$ cat config.mk
export PLATFORM = sky130hd
export DESIGN_NAME = spi_cmd_engine
export DESIGN_NICKNAME = d
export VERILOG_FILES = /design/src/rtl/spi_cmd_pkg.sv /design/src/rtl/spi_sclk_timer.sv /design/src/rtl/spi_shift_engine.sv /design/src/rtl/spi_cmd_engine.sv
export SDC_FILE = /design/constraint.sdc
export NUM_CORES = 1
export LEC_CHECK = 0
export ABC_AREA = 1
export BUFFER_PORTS_ARGS = -buffer_cell sky130_fd_sc_hd__buf_2
export CAP_MARGIN = 25
export CORE_MARGIN = 1
export CORE_UTILIZATION = 40
export CTS_BUF_LIST = sky130_fd_sc_hd__clkbuf_4 sky130_fd_sc_hd__clkbuf_8
export CTS_CLUSTER_DIAMETER = 30
export DETAILED_ROUTE_END_ITERATION = 10
export PLACE_DENSITY = 0.69
export SYNTH_ARGS = -nofsm -noshare
export SYNTH_HDL_FRONTEND = slang
export SYNTH_SLANG_ARGS = --single-unit
$ cat constraint.sdc
create_clock -name clk -period 1.95 [get_ports clk]
set_input_delay 0.2925 -clock clk [delete_from_list [all_inputs] [get_ports clk]]
set_output_delay 0.2925 -clock clk [all_outputs]
set_load 0.02 [all_outputs]
$ cat src/rtl/spi_cmd_pkg.sv
`timescale 1ns/1ps
package spi_cmd_pkg;

    localparam logic [1:0] RA_CTRL = 2'd0;
    localparam logic [1:0] RA_CMD  = 2'd1;
    localparam logic [1:0] RA_DATA = 2'd2;

    localparam int CTRL_START_BIT = 8;
    localparam int CNT_W          = 4;
    localparam int BITCNT_W       = 8;
    localparam int TXV_W          = 64;

    typedef enum logic [1:0] {
        ST_IDLE = 2'd0,
        ST_XFER = 2'd1,
        ST_TAIL = 2'd2
    } eng_state_t;

    typedef struct packed {
        eng_state_t            st;
        logic                  sclk;
        logic                  half;
        logic [TXV_W-1:0]      txv;
        logic [31:0]           rxw;
        logic [BITCNT_W-1:0]   bit_cnt;
        logic [BITCNT_W-1:0]   total;
        logic [BITCNT_W-1:0]   tx_bits;
        logic [CNT_W-1:0]      rxn;
    } eng_t;

    typedef struct packed {
        logic [7:0]  ctrl;
        logic [31:0] cmd;
        logic [31:0] data;
    } regs_t;

endpackage

$ cat src/rtl/spi_sclk_timer.sv
`timescale 1ns/1ps
module spi_sclk_timer #(
    parameter int CLK_DIV = 4
) (
    input  logic clk,
    input  logic rst_n,
    input  logic run,
    output logic tick
);
    localparam int HALF = CLK_DIV / 2;
    localparam int CW   = $clog2(HALF) + 1;

    logic [CW-1:0] cnt_d, cnt_q;

    always_comb begin
        tick  = run && (cnt_q == CW'(HALF - 1));
        cnt_d = (!run || tick) ? '0 : cnt_q + 1'b1;
    end

    always_ff @(posedge clk or negedge rst_n) begin
        if (!rst_n) cnt_q <= '0;
        else        cnt_q <= cnt_d;
    end

    AST_TICK_NEEDS_RUN: assert property (@(posedge clk) disable iff (!rst_n)
        !run |=> (cnt_q == '0));
endmodule

$ cat src/rtl/spi_shift_engine.sv
`timescale 1ns/1ps
module spi_shift_engine
    import spi_cmd_pkg::*;
(
    input  logic             clk,
    input  logic             rst_n,
    input  logic             tick,
    input  logic             start,
    input  logic [CNT_W-1:0] tx_cnt,
    input  logic [CNT_W-1:0] rx_cnt,
    input  logic [31:0]      cmd,
    input  logic [31:0]      data,
    input  logic             miso,
    output logic             busy,
    output logic             cs_n,
    output logic             sclk,
    output logic             mosi,
    output logic             done,
    output logic             rx_used,
    output logic [31:0]      rx_word
);
    eng_t q, d;
    logic [BITCNT_W-1:0] rel;
    logic [BITCNT_W-1:0] nxt_bit;
    logic [CNT_W:0]      sum_cnt;

    always_comb begin
        d       = q;
        done    = 1'b0;
        rel     = q.bit_cnt - q.tx_bits;
        nxt_bit = q.bit_cnt + 1'b1;
        sum_cnt = {1'b0, tx_cnt} + {1'b0, rx_cnt};
        case (q.st)
            ST_IDLE: begin
                if (start) begin
                    d.st      = (sum_cnt == '0) ? ST_TAIL : ST_XFER;
                    d.txv     = {cmd[7:0], cmd[31:24], cmd[23:16], cmd[15:8],
                                 data[7:0], data[15:8], data[23:16], data[31:24]};
                    d.rxw     = '0;
                    d.bit_cnt = '0;
                    d.total   = BITCNT_W'({sum_cnt, 3'b000});
                    d.tx_bits = BITCNT_W'({tx_cnt, 3'b000});
                    d.rxn     = rx_cnt;
                    d.sclk    = 1'b0;
                    d.half    = 1'b0;
                end
            end
            ST_XFER: begin
                if (tick) begin
                    if (!q.sclk) begin
                        d.sclk = 1'b1;
                        if ((q.bit_cnt >= q.tx_bits) && (rel < BITCNT_W'(32)))
                            d.rxw[{rel[4:3], ~rel[2:0]}] = miso;
                    end else begin
                        d.sclk    = 1'b0;
                        d.bit_cnt = nxt_bit;
                        if (nxt_bit == q.total) begin
                            d.st   = ST_TAIL;
                            d.half = 1'b0;
                        end else begin
                            d.txv = {q.txv[TXV_W-2:0], 1'b0};
                        end
                    end
                end
            end
            ST_TAIL: begin
                if (tick) begin
                    if (q.half) begin
                        d.st = ST_IDLE;
                        done = 1'b1;
                    end else begin
                        d.half = 1'b1;
                    end
                end
            end
            default: d.st = ST_IDLE;
        endcase
    end

    always_ff @(posedge clk or negedge rst_n) begin
        if (!rst_n) begin
            q    <= '0;
            q.st <= ST_IDLE;
        end else begin
            q <= d;
        end
    end

    assign busy    = (q.st != ST_IDLE);
    assign cs_n    = (q.st == ST_IDLE);
    assign sclk    = q.sclk;
    assign mosi    = (q.st == ST_XFER) && q.txv[TXV_W-1];
    assign rx_used = (q.rxn != '0);
    assign rx_word = q.rxw;

    AST_SCLK_LOW_WHEN_DESELECTED: assert property (@(posedge clk) disable iff (!rst_n)
        cs_n |-> !sclk);
    AST_MOSI_MOVES_ON_FALL: assert property (@(posedge clk) disable iff (!rst_n)
        (!cs_n && $past(!cs_n) && !$fell(sclk)) |-> $stable(mosi));
    AST_START_IGNORED_BUSY: assert property (@(posedge clk) disable iff (!rst_n)
        (busy && start) |=> ($stable(q.total) && $stable(q.tx_bits)));
    AST_BITS_WITHIN_TOTAL: assert property (@(posedge clk) disable iff (!rst_n)
        !cs_n |-> (q.bit_cnt <= q.total));
endmodule

$ cat src/rtl/spi_cmd_engine.sv
`timescale 1ns/1ps
module spi_cmd_engine
    import spi_cmd_pkg::*;
#(
    parameter int CLK_DIV = 4
) (
    input  logic        clk,
    input  logic        rst_n,
    input  logic        reg_we,
    input  logic [1:0]  reg_addr,
    input  logic [31:0] reg_wdata,
    output logic [31:0] reg_rdata,
    output logic        spi_cs_n,
    output logic        spi_sclk,
    output logic        spi_mosi,
    input  logic        spi_miso
);
    regs_t q, d;
    logic        tick, busy, done, rx_used, start;
    logic [31:0] rx_word;

    assign start = reg_we && (reg_addr == RA_CTRL) && reg_wdata[CTRL_START_BIT];

    spi_sclk_timer #(.CLK_DIV(CLK_DIV)) u_timer (
        .clk  (clk),
        .rst_n(rst_n),
        .run  (busy),
        .tick (tick)
    );

    spi_shift_engine u_engine (
        .clk    (clk),
        .rst_n  (rst_n),
        .tick   (tick),
        .start  (start),
        .tx_cnt (reg_wdata[3:0]),
        .rx_cnt (reg_wdata[7:4]),
        .cmd    (q.cmd),
        .data   (q.data),
        .miso   (spi_miso),
        .busy   (busy),
        .cs_n   (spi_cs_n),
        .sclk   (spi_sclk),
        .mosi   (spi_mosi),
        .done   (done),
        .rx_used(rx_used),
        .rx_word(rx_word)
    );

    always_comb begin
        d = q;
        if (reg_we) begin
            case (reg_addr)
                RA_CTRL: d.ctrl = reg_wdata[7:0];
                RA_CMD:  d.cmd  = reg_wdata;
                RA_DATA: d.data = reg_wdata;
                default: ;
            endcase
        end
        if (done && rx_used) d.data = rx_word;
    end

    always_ff @(posedge clk or negedge rst_n) begin
        if (!rst_n) q <= '0;
        else        q <= d;
    end

    always_comb begin
        case (reg_addr)
            RA_CTRL: reg_rdata = {15'd0, busy, 8'd0, q.ctrl};
            RA_CMD:  reg_rdata = q.cmd;
            RA_DATA: reg_rdata = q.data;
            default: reg_rdata = '0;
        endcase
    end

    AST_DATA_HOLD_NO_RX: assert property (@(posedge clk) disable iff (!rst_n)
        (!(reg_we && reg_addr == RA_DATA) && !(done && rx_used)) |=> $stable(q.data));
    AST_CMD_ONLY_BY_WRITE: assert property (@(posedge clk) disable iff (!rst_n)
        !(reg_we && reg_addr == RA_CMD) |=> $stable(q.cmd));
endmodule

==> summary.md, run 1 <==
| Metric | Value |
|---|---|
| Max-slew headroom at the worst pin | `0.573` |
| Dpl cells | `1547` |
| Endpoints failing setup | `99` |
| Clock slew at the register clock pins of the worst setup and hold paths | `110 ps` |
| Share of total power in sequential cells | `0.379` |
| Synth Flop Type | `sky130_fd_sc_hd__dfrtp_1` |
| Clock group share of total power | `0.202` |
| Post-detailed-route count of antenna-violating nets | `0` |
| TritonCTS clock tree | `done` |
| Iter 0 DRT Violations | `951` |
| Largest buffer count on any clock path | `2` |
| P&R area growth vs syn | `29.9%` |
| Power density over the cells | `1090 nW/um^2` |
| Number of global-route vias before repair | `approximately 8600` |
| Count of final hold-check violations | `0` |
| Total of flip-flops plus latches after synthesis | `between 150 and 200` |
| Total number of placement rows | `57` |
| Shortest period the worst path allows | `approximately 2200 ps` |
| Number of standard cells in the final layout excluding fillers | `between 1500 and 2000` |
| Sort of element at the start of the critical path | `flip-flop` |
| Max Cap Viol | `0` |
| Total overflow reported by the global router | `0` |
| Number of buffers created by CTS | `17` |
| Overall die height | `approximately 160 um` |
| Overall Global Routing Usage | `0.223` |
| Synth Warn # | `0` |
| Fraction of the yosys area taken by sequential cells | `0.496` |
| Number of flops mapped to enable cells by yosys | `0` |
| Worst clock skew on the final layout | `about 14 ps` |
| Initial antenna violation count | `1` |
| Combined area of all synthesized cells | `9830 um^2` |
| Routability Congestion | `0.826` |
| Status | `complete, but fails checks` |
| Fin worst setup slack | `-237 ps` |
| Leak pwr | `around 5.4 nW` |
| Crit end category | `flip-flop` |
| Post-Syn Nets | `around 1200` |
| Filler cells | `2095` |
| Post-synthesis cell count | `around 1200` |
| Largest cells by area after synthesis | `sky130_fd_sc_hd__dfrtp_1, sky130_fd_sc_hd__nand2_1, sky130_fd_sc_hd__o21ai_0` |
| IO Port Bufs | `72` |
| Number of H-tree levels | `4` |
| Effective utilization at floorplan | `0.407` |
| Synth async-reset ratio | `1.00` |
| Required arrival time at the worst endpoint | `2290 ps` |
| Reg-to-reg setup timing slack | `-240 ps` |
| Post-detailed-routing wire length | `28900 um` |
| Routed length per placed instance | `17.9 um` |
| Cell-internal power | `8.33 mW` |
| Part of the total power dissipated in combinational logic | `0.419` |
| Classification of the worst-slack hold path | `input port to flip-flop` |
| Total clock sinks | `195` |
| Syn Area/Cell | `8.54 um^2` |
| Share of post-route cells with drive strength above 1 | `0.321` |
| Master cell of the clock root buffer | `sky130_fd_sc_hd__clkbuf_8` |
| CP arrival | `2530 ps` |
| Top cell type by total area after synthesis | `sky130_fd_sc_hd__dfrtp_1` |
| Transition time at the pin with the least slew margin | `between 600 and 700 ps` |
| Share of the synthesized area in the top cell type | `0.496` |
| Number of placed I/O pins | `73` |
| Maximum net fanout on the critical path | `8` |
| Std-Cell Core Area | `24200 um^2` |
| Routed via count | `9020` |
| Switch share | `0.399` |
| Achievable clock frequency | `0.457 GHz` |
| Wire length of the first global-routing pass | `45100 um` |
| Violated checks | `negative setup slack` |
| Unrepaired setup endpoints after global routing | `true` |
| HPWL Detailed | `17600 um` |
| Drt first pass iters | `6` |
| Post-DR vias/cell | `5.58` |
| Distinct cell type count of the synthesized netlist | `35` |
| Clock latency at the later pin of the worst-skew pair | `between 400 and 500 ps` |
| Kind of critical path | `flip-flop to flip-flop` |
| Count of pins over their slew limit | `0` |
| Max IR drop VDD | `0.587 mV` |
| Drc violations | `0` |
| Net count reported at finish | `1331` |
| Area of the multi-input gates | `4850 um^2` |
| Final hold slack | `~60 ps` |
| Net switching power of the design | `5.54 mW` |
| Flip-flop and latch area | `4880 um^2` |
| Total die area | `25200 um^2` |
| Horizontal extent of the die | `159 um` |
| Period Utilization, post-route | `1.12` |
| Maximum number of pins on one net before global-route repair | `67` |
==> flip-flops by register name, indices dropped and copies added, names as in the netlist <==
name	flops
u_engine.q	88
q	72
u_engine.rx_word	32
u_timer.cnt_q	2
u_engine.sclk	1
==> layout by cell type (no fill, tap or decap), types with 3 or more instances in the layout <==
master                       Yosys  routed
sky130_fd_sc_hd__a22oi_1        32      32
sky130_fd_sc_hd__nor2_4          4      11
sky130_fd_sc_hd__buf_12          0      21
sky130_fd_sc_hd__clkbuf_16       0       7
sky130_fd_sc_hd__nand2_2         3      43
sky130_fd_sc_hd__o21ai_1        58      64
sky130_fd_sc_hd__nor2_2          0      22
sky130_fd_sc_hd__buf_2           6      71
sky130_fd_sc_hd__nor3_1         34      34
sky130_fd_sc_hd__mux2_2         24      24
sky130_fd_sc_hd__o211ai_1       41      41
sky130_fd_sc_hd__inv_6           0       5
sky130_fd_sc_hd__inv_2           4      14
sky130_fd_sc_hd__buf_6           4      12
sky130_fd_sc_hd__buf_4           4      58
sky130_fd_sc_hd__clkbuf_8        0      18
sky130_fd_sc_hd__o21ai_0        94      60
sky130_fd_sc_hd__nand2_4         1      37
sky130_fd_sc_hd__o221ai_1       33      33
sky130_fd_sc_hd__bufinv_16       0       3
sky130_fd_sc_hd__ha_1           13      11
sky130_fd_sc_hd__nand4_1         7       7
sky130_fd_sc_hd__xor2_1          3       3
sky130_fd_sc_hd__buf_16          0       5
sky130_fd_sc_hd__dfrtp_1       195     193
sky130_fd_sc_hd__nand3_2         0       5
sky130_fd_sc_hd__buf_8           0       4
sky130_fd_sc_hd__nand3_1        90      84
sky130_fd_sc_hd__nand2_1       211     134
sky130_fd_sc_hd__clkinvlp_4      0       3
sky130_fd_sc_hd__inv_1         122     111
sky130_fd_sc_hd__o21ai_2         4      32
sky130_fd_sc_hd__nor2_1         56      27
sky130_fd_sc_hd__a21oi_1        36      36
==> metrics by stage <==
stage / setup TNS (ps) / utilization / area, um^2 / power (mW) / setup WS [ps]
CTS: -8720 / 0.497 / 12000 / 13.1 / -158
global placement: -6000 / 0.459 / 11100 / 9.60 / -117
global route: -25680 / 0.528 / 12800 / 14.6 / -315
floorplan: -850 / - / 9880 / 8.10 / -101
detailed placement: -9830 / 0.459 / 11100 / 9.71 / -160
finish: -15800 / 0.528 / 12800 / 13.9 / -237
==> power by group through the flow <==
| stage | combinational (mW) | clock (mW) | sequential (mW) |
|---|---|---|---|
| global route | 6.32 | 2.98 | 5.32 |
| detailed placement | 4.50 | 0 | 5.22 |
| global placement | 4.41 | 0 | 5.20 |
| finish | 5.81 | 2.81 | 5.25 |
| floorplan | 2.95 | 0 | 5.15 |
| CTS | 5.11 | 2.84 | 5.16 |
==> kinds of logic after synthesis <==
group,count (synthesis),share of synthesized area
buffers and inverters,199,0.0815
AO/OA/AOI/OAI,305,0.190
adder cells (fa/ha/maj),15,0.0206
flip-flops,195,0.496
XOR/XNOR,3,0.00267
multiplexers,24,0.0275
AND/OR/NAND/NOR,410,0.181
==> critical path: stages (launching register included) <==
cell and delay [ps]:
sky130_fd_sc_hd__dfrtp_1 400, sky130_fd_sc_hd__inv_2 80, sky130_fd_sc_hd__ha_4 120, sky130_fd_sc_hd__inv_2 40
sky130_fd_sc_hd__fa_2 350, sky130_fd_sc_hd__xor2_1 170, sky130_fd_sc_hd__nor2_1 100, sky130_fd_sc_hd__nand4_1 170
sky130_fd_sc_hd__nand2_4 170, sky130_fd_sc_hd__buf_12 140, sky130_fd_sc_hd__o211ai_1 120, sky130_fd_sc_hd__nand2_1 110
sky130_fd_sc_hd__o21ai_1 70
==> final timing paths <==
check	start	end	cells after the start
max	u_engine.q[23]$_DFFE_PN0P_	u_engine.rx_word[23]$_DFFE_PN0P_	12
max in group asynchronous	rst_n	u_engine.q[85]$_DFFE_PN0P_	3
min	reg_wdata[19]	q[51]$_DFFE_PN0P_	2
min in group asynchronous	rst_n	u_engine.q[118]$_DFFE_PN0P_	2
min reg2reg	u_timer.cnt_q[0]$_DFF_PN0_	u_timer.cnt_q[0]$_DFF_PN0_	1
max reg2reg	u_engine.q[23]$_DFFE_PN0P_	u_engine.rx_word[23]$_DFFE_PN0P_	12
==> final cells by class <==
| type | count | area share |
|---|---|---|
| diodes | 1 | 0.000196 |
| clock inverters | 14 | 0.0137 |
| clock buffers | 18 | 0.0189 |
| repair buffers | 180 | 0.136 |
| multi-input cells | 758 | 0.380 |
| flip-flops and latches | 195 | 0.382 |
| inverters | 126 | 0.0372 |
| well taps | 324 | 0.0317 |
==> synthesized netlist by cell type, types with 33 or more instances <==
| master | number |
|---|---|
| sky130_fd_sc_hd__nor3_1 | 34 |
| sky130_fd_sc_hd__o211ai_1 | 41 |
| sky130_fd_sc_hd__a21oi_1 | 36 |
| sky130_fd_sc_hd__o21ai_0 | 94 |
| sky130_fd_sc_hd__nor2_1 | 56 |
| sky130_fd_sc_hd__nand2_1 | 211 |
| sky130_fd_sc_hd__o221ai_1 | 33 |
| sky130_fd_sc_hd__inv_1 | 122 |
| sky130_fd_sc_hd__clkbuf_1 | 49 |
| sky130_fd_sc_hd__dfrtp_1 | 195 |
| sky130_fd_sc_hd__nand3_1 | 90 |
| sky130_fd_sc_hd__o21ai_1 | 58 |
==> routing by layer <==
| metal | track usage | up-vias | wire length, um |
|---|---|---|---|
| li1 | - | 4207 | - |
| met1 | 0.304 | 4433 | 12400 |
| met2 | 0.367 | 332 | 14300 |
| met3 | 0.0361 | 48 | 1680 |
| met4 | 0.0587 | 0 | 532 |
| met5 | 0 | - | 0 |
==> timing repair <==
item / 4_1_cts / 5_1_grt
setup endpoints to repair: 98 / 103
resized for setup: 86 / 177
cloned: 6 / 9
pin swaps: 14 / 16
hold endpoints to repair: 56 / 0
buffers inserted: 19 / 4
hold buffers: 1 / 0
(Power assumes the default switching activity.)
==> inputs of run 2 (changes only) <==
Settings changed: CELL_PAD_IN_SITES_DETAIL_PLACEMENT set to 0, CELL_PAD_IN_SITES_GLOBAL_PLACEMENT set to 1, PLACE_DENSITY 0.69 to 0.84, SETUP_SLACK_MARGIN set to 0.5.
==> summary.md, run 2 (synthesis gave the netlist of run 1 again) <==
| Metric | Value |
|---|---|
| Net switching power of the design | `6.19 mW (+12%)` |
| Share of post-route cells with drive strength above 1 | `0.478 (+0.156)` |
| Part of the total power dissipated in combinational logic | `0.473 (+0.054)` |
| Period Utilization, post-route | `1.12 (+0.00190)` |
| Total number of placement rows | `57 (unchanged)` |
| Hold Path Sink | `q[18]$_DFFE_PN0P_` |
| Reg-to-reg setup timing slack | `-240 ps (about the same)` |
| Largest buffer count on any clock path | `2 (unchanged)` |
| Post-detailed-routing wire length | `36300 um (+26%)` |
| Max-slew headroom at the worst pin | `0.548 (-0.0246)` |
| Number of H-tree levels | `4 (unchanged)` |
| Number of global-route vias before repair | `9341 (+8.5%)` |
| HPWL Detailed | `18000 um (+2.4%)` |
| P&R area growth vs syn | `51.6%` |
| Iter 0 DRT Violations | `1027 (+8.0%)` |
| List of cells traversed by the critical path | `buf_4, nand2_2, buf_4, inv_1, nand3_2, nand3_1, nand2_1, nor2_2, nand4_1, nand2_4, buf_6, buf_12, buf_16, nand2_4, o21ai_2` |
| Net count reported at finish | `1441 (+8.3%)` |
| Total die area | `25200 um^2 (unchanged)` |
| Most common cell after layout, fill and taps aside | `sky130_fd_sc_hd__dfrtp_1` |
| Overall die height | `159 um (unchanged)` |
| TritonCTS clock tree | `done` |
| Largest stage delay on the critical path | `400 ps (about the same)` |
| IO Port Bufs | `72 (unchanged)` |
| Max Cap Viol | `0 (unchanged)` |
| Reg2reg path depth | `15 (+3)` |
| Initial antenna violation count | `0 (-1)` |
| Switch share | `0.411 (+0.0120)` |
| Routability Congestion | `0.793 (-4.0%)` |
| Post-detailed-route count of antenna-violating nets | `0 (unchanged)` |
| Final hold slack | `51.3 ps (-8.43 ps)` |
| Drc violations | `0 (unchanged)` |
| Power density over the cells | `1010 nW/um^2 (-7.0%)` |
| Reg-to-Reg Start | `u_engine.q[23]$_DFFE_PN0P_` |
| Maximum net fanout on the critical path | `7 (-1)` |
| Pre-CTS WS | `-120 ps (+39.6 ps)` |
| Count of final hold-check violations | `0 (unchanged)` |
| Routed length per placed instance | `21.1 um (+18%)` |
| Shortest period the worst path allows | `2190 ps (+3.70 ps)` |
| Min-Delay Path Depth | `3 (+1)` |
| Achievable clock frequency | `0.456 GHz (-0.17%)` |
| Horizontal extent of the die | `159 um (unchanged)` |
| Post-DR vias/cell | `5.78 (+3.5%)` |
| Maximum number of pins on one net before global-route repair | `81 (+21%)` |
| Max IR drop VDD | `0.706 mV (+20%)` |
| Worst clock skew on the final layout | `18.3 ps (+4.35 ps)` |
| Fin worst setup slack | `-241 ps (-3.70 ps)` |
| Hold Startpoint | `reg_wdata[18]` |
| Status | `complete, but fails checks` |
| Cell-internal power | `8.86 mW (+6.3%)` |
| Clock slew at the register clock pins of the worst setup and hold paths | `110 ps (about the same)` |
| Unrepaired setup endpoints after global routing | `true` |
| Routed via count | `9964 (+10%)` |
| Number of buffers created by CTS | `17 (unchanged)` |
| Number of placed I/O pins | `73 (unchanged)` |
| Std-Cell Core Area | `24200 um^2 (unchanged)` |
| Effective utilization at floorplan | `0.407 (unchanged)` |
| Classification of the worst-slack hold path | `input port to flip-flop` |
| End of the worst register-to-register path | `u_engine.q[67]$_DFFE_PN0P_` |
| CP arrival | `2610 ps (+80 ps)` |
| Kind of critical path | `flip-flop to flip-flop` |
| Violated checks | `negative setup slack` |
| Drt first pass iters | `6 (unchanged)` |
| Number of antenna repair diodes | `0 (-1)` |
| Sort of element at the start of the critical path | `flip-flop` |
| Total clock sinks | `195 (unchanged)` |
| Master cell of the clock root buffer | `sky130_fd_sc_hd__clkbuf_8` |
| Required arrival time at the worst endpoint | `2370 ps (+80 ps)` |
| Endpoints failing setup | `99 (unchanged)` |
| Largest register by flop count | `u_engine.q` |
| Overall Global Routing Usage | `0.254 (+0.0306)` |
| Clock latency at the later pin of the worst-skew pair | `500 ps (+30 ps)` |
| Leak pwr | `6.32 nW (+17%)` |
| Filler cells | `1807 (-14%)` |
| Flip-flop count of the largest register, all copies and words added | `88 (unchanged)` |
| Crit end category | `flip-flop` |
| Wire length of the first global-routing pass | `50600 um (+12%)` |
| Share of total power in sequential cells | `0.351 (-0.028)` |
| Leading cell types in the layout, fill and taps excluded | `sky130_fd_sc_hd__dfrtp_1, sky130_fd_sc_hd__nand2_1, sky130_fd_sc_hd__buf_4` |
| Count of pins over their slew limit | `0 (unchanged)` |
| Total overflow reported by the global router | `0 (unchanged)` |
| Master of the slowest instance on the critical path | `sky130_fd_sc_hd__dfrtp_1` |
| Clock group share of total power | `0.176 (-0.026)` |
| Transition time at the pin with the least slew margin | `678 ps (+36.9 ps)` |
[run 2: cell count changes in the layout (fill, tap and decap cells not counted), moves of 11 or more]
cell | previous run | this run
sky130_fd_sc_hd__buf_12 | 21 | 32
sky130_fd_sc_hd__buf_16 | 5 | 20
sky130_fd_sc_hd__buf_2 | 71 | 34
sky130_fd_sc_hd__buf_4 | 58 | 127
sky130_fd_sc_hd__buf_6 | 12 | 59
sky130_fd_sc_hd__inv_1 | 111 | 72
sky130_fd_sc_hd__inv_2 | 14 | 51
sky130_fd_sc_hd__nand3_1 | 84 | 65
sky130_fd_sc_hd__nand3_2 | 5 | 21
sky130_fd_sc_hd__o21ai_0 | 60 | 22
sky130_fd_sc_hd__o21ai_2 | 32 | 57
sky130_fd_sc_hd__o21ai_4 | 1 | 12
sky130_fd_sc_hd__o221ai_1 | 33 | 0
sky130_fd_sc_hd__o221ai_2 | 0 | 32
[run 2: worst max-delay path by stage]
stage / start / to / depth (start not counted)
6_report: u_engine.q[23]$_DFFE_PN0P_ / u_engine.q[67]$_DFFE_PN0P_ / 15
5_1_grt: u_engine.q[23]$_DFFE_PN0P_ / u_engine.rx_word[21]$_DFFE_PN0P_ / 12
4_1_cts: u_engine.q[7]$_DFFE_PN0P_ / u_engine.rx_word[14]$_DFFE_PN0P_ / 12
3_5_place_dp: u_engine.q[7]$_DFFE_PN0P_ / u_engine.rx_word[14]$_DFFE_PN0P_ / 12
3_3_place_gp: u_engine.q[23]$_DFFE_PN0P_ / u_engine.rx_word[31]$_DFFE_PN0P_ / 12
2_1_floorplan: u_engine.q[23]$_DFFE_PN0P_ / u_engine.rx_word[29]$_DFFE_PN0P_ / 12
[run 2: layout make-up]
cell class / instances / area [um^2] / area share
Clock buffer: 20 / 275 / 0.0185
Clock inverter: 12 / 96.3 / 0.00646
Inverter: 126 / 484 / 0.0325
Multi-Input combinational cell: 757 / 5400 / 0.362
Sequential cell: 195 / 4880 / 0.328
Tap cell: 324 / 405 / 0.0272
Timing Repair Buffer: 291 / 3360 / 0.225
[run 2: power groups by stage]
stage | combinational, mW | clock (mW) | sequential (mW)
floorplan | 3.04 | 0 | 5.15
global placement | 4.46 | 0 | 5.23
detailed placement | 4.53 | 0 | 5.25
CTS | 6.05 | 2.62 | 5.18
global route | 7.61 | 2.82 | 5.33
finish | 7.12 | 2.66 | 5.28
[run 2: through the flow]
stage,total power [mW],setup TNS [ps],instance area [um^2],std cells,utilization
final,15.1,-14430,14900,1725,0.617
after CTS,13.9,-7770,13600,1684,0.561
after global placement,9.69,-2540,11000,1537,0.457
after floorplan,8.19,-541,10000,1151,-
after detailed placement,9.78,-5720,11000,1537,0.457
after global routing,15.8,-24510,14900,1725,0.617
[run 2: timing repair]
action / in CTS / in global routing
pin swaps: 53 / 48
setup endpoints to repair: 175 / 183
resized for setup: 309 / 235
hold endpoints to repair: 57 / 0
gates cloned: 19 / 14
buffers inserted: 95 / 27
hold buffers: 1 / 0
[run 2: routing by layer]
metal | share of wire | track usage | vias to the layer above
met4 | 0.035 | 0.103 | 0
met2 | 0.49 | 0.415 | 479
met3 | 0.066 | 0.0361 | 93
met1 | 0.40 | 0.337 | 4961
met5 | 0 | 0 | -
li1 | - | - | 4431
[run 2: worst max-delay path: cells and delay by family, from the launching register on]
| family | cells | cell delay (ps) |
|---|---|---|
| buffers and inverters | 6 | 810 |
| DFF | 1 | 400 |
| AOI/OAI and AO/OA | 1 | 90 |
| and+or+nand+nor | 8 | 810 |
==> inputs of run 3 (changes only) <==
Settings changed: SETUP_SLACK_MARGIN 0.5 to unset.
==> summary.md, run 3 (synthesis gave the netlist of run 1 again) <==
| Metric | Value |
|---|---|
| Largest buffer count on any clock path | `2 (unchanged)` |
| Hold Startpoint | `reg_wdata[12]` |
| Routability Congestion | `0.819 (+3.3%)` |
| Total die area | `25200 um^2 (unchanged)` |
| Count of pins over their slew limit | `0 (unchanged)` |
| Kind of critical path | `flip-flop to flip-flop` |
| Overall die height | `159 um (unchanged)` |
| Share of total power in sequential cells | `0.385 (+0.034)` |
| Number of buffers created by CTS | `17 (unchanged)` |
| Part of the total power dissipated in combinational logic | `0.408 (-0.065)` |
| Net switching power of the design | `5.43 mW (-12%)` |
| Maximum net fanout on the critical path | `6 (-1)` |
| TritonCTS clock tree | `done` |
| Number of global-route vias before repair | `8223 (-12%)` |
| Drt first pass iters | `5 (-1)` |
| Endpoints failing setup | `97 (-2.0%)` |
| Effective utilization at floorplan | `0.407 (unchanged)` |
| Number of placed I/O pins | `73 (unchanged)` |
| Largest register by flop count | `u_engine.q` |
| Post-detailed-routing wire length | `28300 um (-22%)` |
| Drc violations | `0 (unchanged)` |
| Count of final hold-check violations | `0 (unchanged)` |
| Crit end category | `flip-flop` |
| Min-Delay Path Depth | `2 (-1)` |
| Clock latency at the later pin of the worst-skew pair | `480 ps (-20 ps)` |
| Flip-flop count of the largest register, all copies and words added | `88 (unchanged)` |
| IO Port Bufs | `72 (unchanged)` |
| Clock group share of total power | `0.207 (+0.031)` |
| Hold Path Sink | `q[44]$_DFFE_PN0P_` |
| Total number of placement rows | `57 (unchanged)` |
| HPWL Detailed | `17800 um (-1.2%)` |
| Clock slew at the register clock pins of the worst setup and hold paths | `110 ps (about the same)` |
| Transition time at the pin with the least slew margin | `647 ps (-30.5 ps)` |
| Post-DR vias/cell | `5.51 (-4.5%)` |
| Unrepaired setup endpoints after global routing | `true` |
| Initial antenna violation count | `0 (unchanged)` |
| Classification of the worst-slack hold path | `input port to flip-flop` |
| Reg-to-Reg Start | `u_engine.q[20]$_DFFE_PN0P_` |
| CP arrival | `2500 ps (-110 ps)` |
| Master cell of the clock root buffer | `sky130_fd_sc_hd__clkbuf_8` |
| Total power draw | `13.5 mW (-10%)` |
| Number of H-tree levels | `4 (unchanged)` |
| Shortest period the worst path allows | `2130 ps (-59.4 ps)` |
| Dpl cells | `1538 (+0.065%)` |
| Leak pwr | `5.26 nW (-17%)` |
| Leading cell types in the layout, fill and taps excluded | `sky130_fd_sc_hd__dfrtp_1, sky130_fd_sc_hd__nand2_1, sky130_fd_sc_hd__inv_1` |
| Required arrival time at the worst endpoint | `2320 ps (-50 ps)` |
| Most common cell after layout, fill and taps aside | `sky130_fd_sc_hd__dfrtp_1` |
| Net count reported at finish | `1316 (-8.7%)` |
| Iter 0 DRT Violations | `769 (-25%)` |
| Total clock sinks | `195 (unchanged)` |
| Sort of element at the start of the critical path | `flip-flop` |
| Switch share | `0.401 (-0.0103)` |
| Number of standard cells in the final layout excluding fillers | `1600 (-7.2%)` |
| P&R area growth vs syn | `26.0%` |
| Std-Cell Core Area | `24200 um^2 (unchanged)` |
| Largest stage delay on the critical path | `430 ps (+30 ps)` |
| Period Utilization, post-route | `1.09 (-0.0304)` |
| Power density over the cells | `1090 nW/um^2 (+8.3%)` |
| Reg-to-reg setup timing slack | `-180 ps (+60 ps)` |
| Routed length per placed instance | `17.7 um (-16%)` |
| Share of post-route cells with drive strength above 1 | `0.287 (-0.191)` |
| Max Cap Viol | `0 (unchanged)` |
| Wire length of the first global-routing pass | `44100 um (-13%)` |
| Max-slew headroom at the worst pin | `0.569 (+0.0204)` |
| Max IR drop VDD | `0.586 mV (-17%)` |
| Routed via count | `8823 (-11%)` |
| End of the worst register-to-register path | `u_engine.q[65]$_DFFE_PN0P_` |
| Horizontal extent of the die | `159 um (unchanged)` |
| Achievable clock frequency | `0.469 GHz (+2.8%)` |
| Total overflow reported by the global router | `0 (unchanged)` |
| List of cells traversed by the critical path | `buf_6, inv_4, nor2_4, nand3_2, nand3_1, nand2_1, nor2_2, nand4_1, nand2_4, buf_6, buf_12, buf_16, o21ai_1` |
| Most frequent cell on the critical path | `sky130_fd_sc_hd__buf_6` |
| Post-detailed-route count of antenna-violating nets | `0 (unchanged)` |
| Master of the slowest instance on the critical path | `sky130_fd_sc_hd__dfrtp_1` |
| Status | `complete, but fails checks` |
| Overall Global Routing Usage | `0.218 (-0.0353)` |
| Fin worst setup slack | `-182 ps (+59.4 ps)` |
| Cell-internal power | `8.11 mW (-8.5%)` |
| Number of antenna repair diodes | `0 (unchanged)` |
| Reg2reg path depth | `13 (-2)` |
| Worst clock skew on the final layout | `16.4 ps (-1.89 ps)` |
| Violated checks | `negative setup slack` |
| Maximum number of pins on one net before global-route repair | `64 (-21%)` |
==> run 3: cell count changes in the layout (fill, tap and decap cells not counted), moves of 29 or more <==
| cell | delta |
|---|---|
| sky130_fd_sc_hd__inv_1 | +39 |
| sky130_fd_sc_hd__o21ai_0 | +46 |
| sky130_fd_sc_hd__inv_2 | -38 |
| sky130_fd_sc_hd__o21ai_2 | -35 |
| sky130_fd_sc_hd__buf_2 | +36 |
| sky130_fd_sc_hd__o221ai_1 | +32 |
| sky130_fd_sc_hd__buf_4 | -74 |
| sky130_fd_sc_hd__buf_6 | -52 |
| sky130_fd_sc_hd__o221ai_2 | -32 |
| sky130_fd_sc_hd__nand2_1 | +29 |
==> run 3: worst max-delay path: cells and delay by family (launching register included) <==
family,cells,cell delay [ps]
compound gates,1,60
buf+inv,5,530
simple gates,7,970
flops,1,430
==> run 3: area by class of cell <==
class	count	area, um^2
multi-input cells	757	4600
inverters	126	478
clock inverters	14	168
repair buffers	166	1600
flip-flops and latches	195	4880
clock buffers	18	248
fillers	2173	11800
well taps	324	405
==> run 3: repair_timing <==
item                                    in CTS  in global routing
setup buffers                               13                  2
pin swaps                                   14                 16
hold buffers                                 1                  0
endpoints found under the setup margin      97                100
hold endpoints to repair                    23                  0
resized for setup                           43                138
cloned                                       5                 11
==> run 3: worst max path at each step <==
stage | from | end | slack (ps) | cells after the start
2_1_floorplan | u_engine.q[23]$_DFFE_PN0P_ | u_engine.rx_word[25]$_DFFE_PN0P_ | -100 | 12
3_3_place_gp | u_engine.q[23]$_DFFE_PN0P_ | u_engine.rx_word[28]$_DFFE_PN0P_ | -150 | 12
3_5_place_dp | u_engine.q[23]$_DFFE_PN0P_ | u_engine.rx_word[28]$_DFFE_PN0P_ | -160 | 12
4_1_cts | u_engine.q[23]$_DFFE_PN0P_ | u_engine.rx_word[6]$_DFFE_PN0P_ | -120 | 12
5_1_grt | u_engine.q[20]$_DFFE_PN0P_ | u_engine.q[65]$_DFFE_PN0P_ | -400 | 15
6_report | u_engine.q[20]$_DFFE_PN0P_ | u_engine.q[65]$_DFFE_PN0P_ | -180 | 13
==> run 3: metal layers <==
| layer | track usage | share of wire | up-vias |
|---|---|---|---|
| met5 | 0 | 0 | - |
| met4 | 0.0600 | 0.015 | 0 |
| met3 | 0.0332 | 0.045 | 40 |
| met2 | 0.365 | 0.50 | 266 |
| met1 | 0.294 | 0.44 | 4343 |
| li1 | - | - | 4174 |
==> run 3: metrics by stage <==
| stage | setup slack, ps | hold slack [ps] | instance area, um^2 | utilization | setup TNS [ps] |
|---|---|---|---|---|---|
| global placement | -149 | 198 | 11000 | 0.455 | -6080 |
| CTS | -119 | 37.6 | 11800 | 0.487 | -7600 |
| global route | -396 | 44.8 | 12400 | 0.512 | -30580 |
| floorplan | -101 | -3.09 | 9880 | - | -850 |
| finish | -182 | 48.6 | 12400 | 0.512 | -13160 |
| detailed placement | -158 | 200 | 11000 | 0.455 | -9390 |
==> run 3: power groups by stage <==
stage                     registers, mW  clock network (mW)  logic (mW)
after floorplan                    5.15                   0        2.95
after global placement             5.19                   0        4.49
after detailed placement           5.22                   0        4.53
after CTS                          5.15                2.82        4.99
after global routing               5.29                3.00        6.07
final                              5.21                2.80        5.53
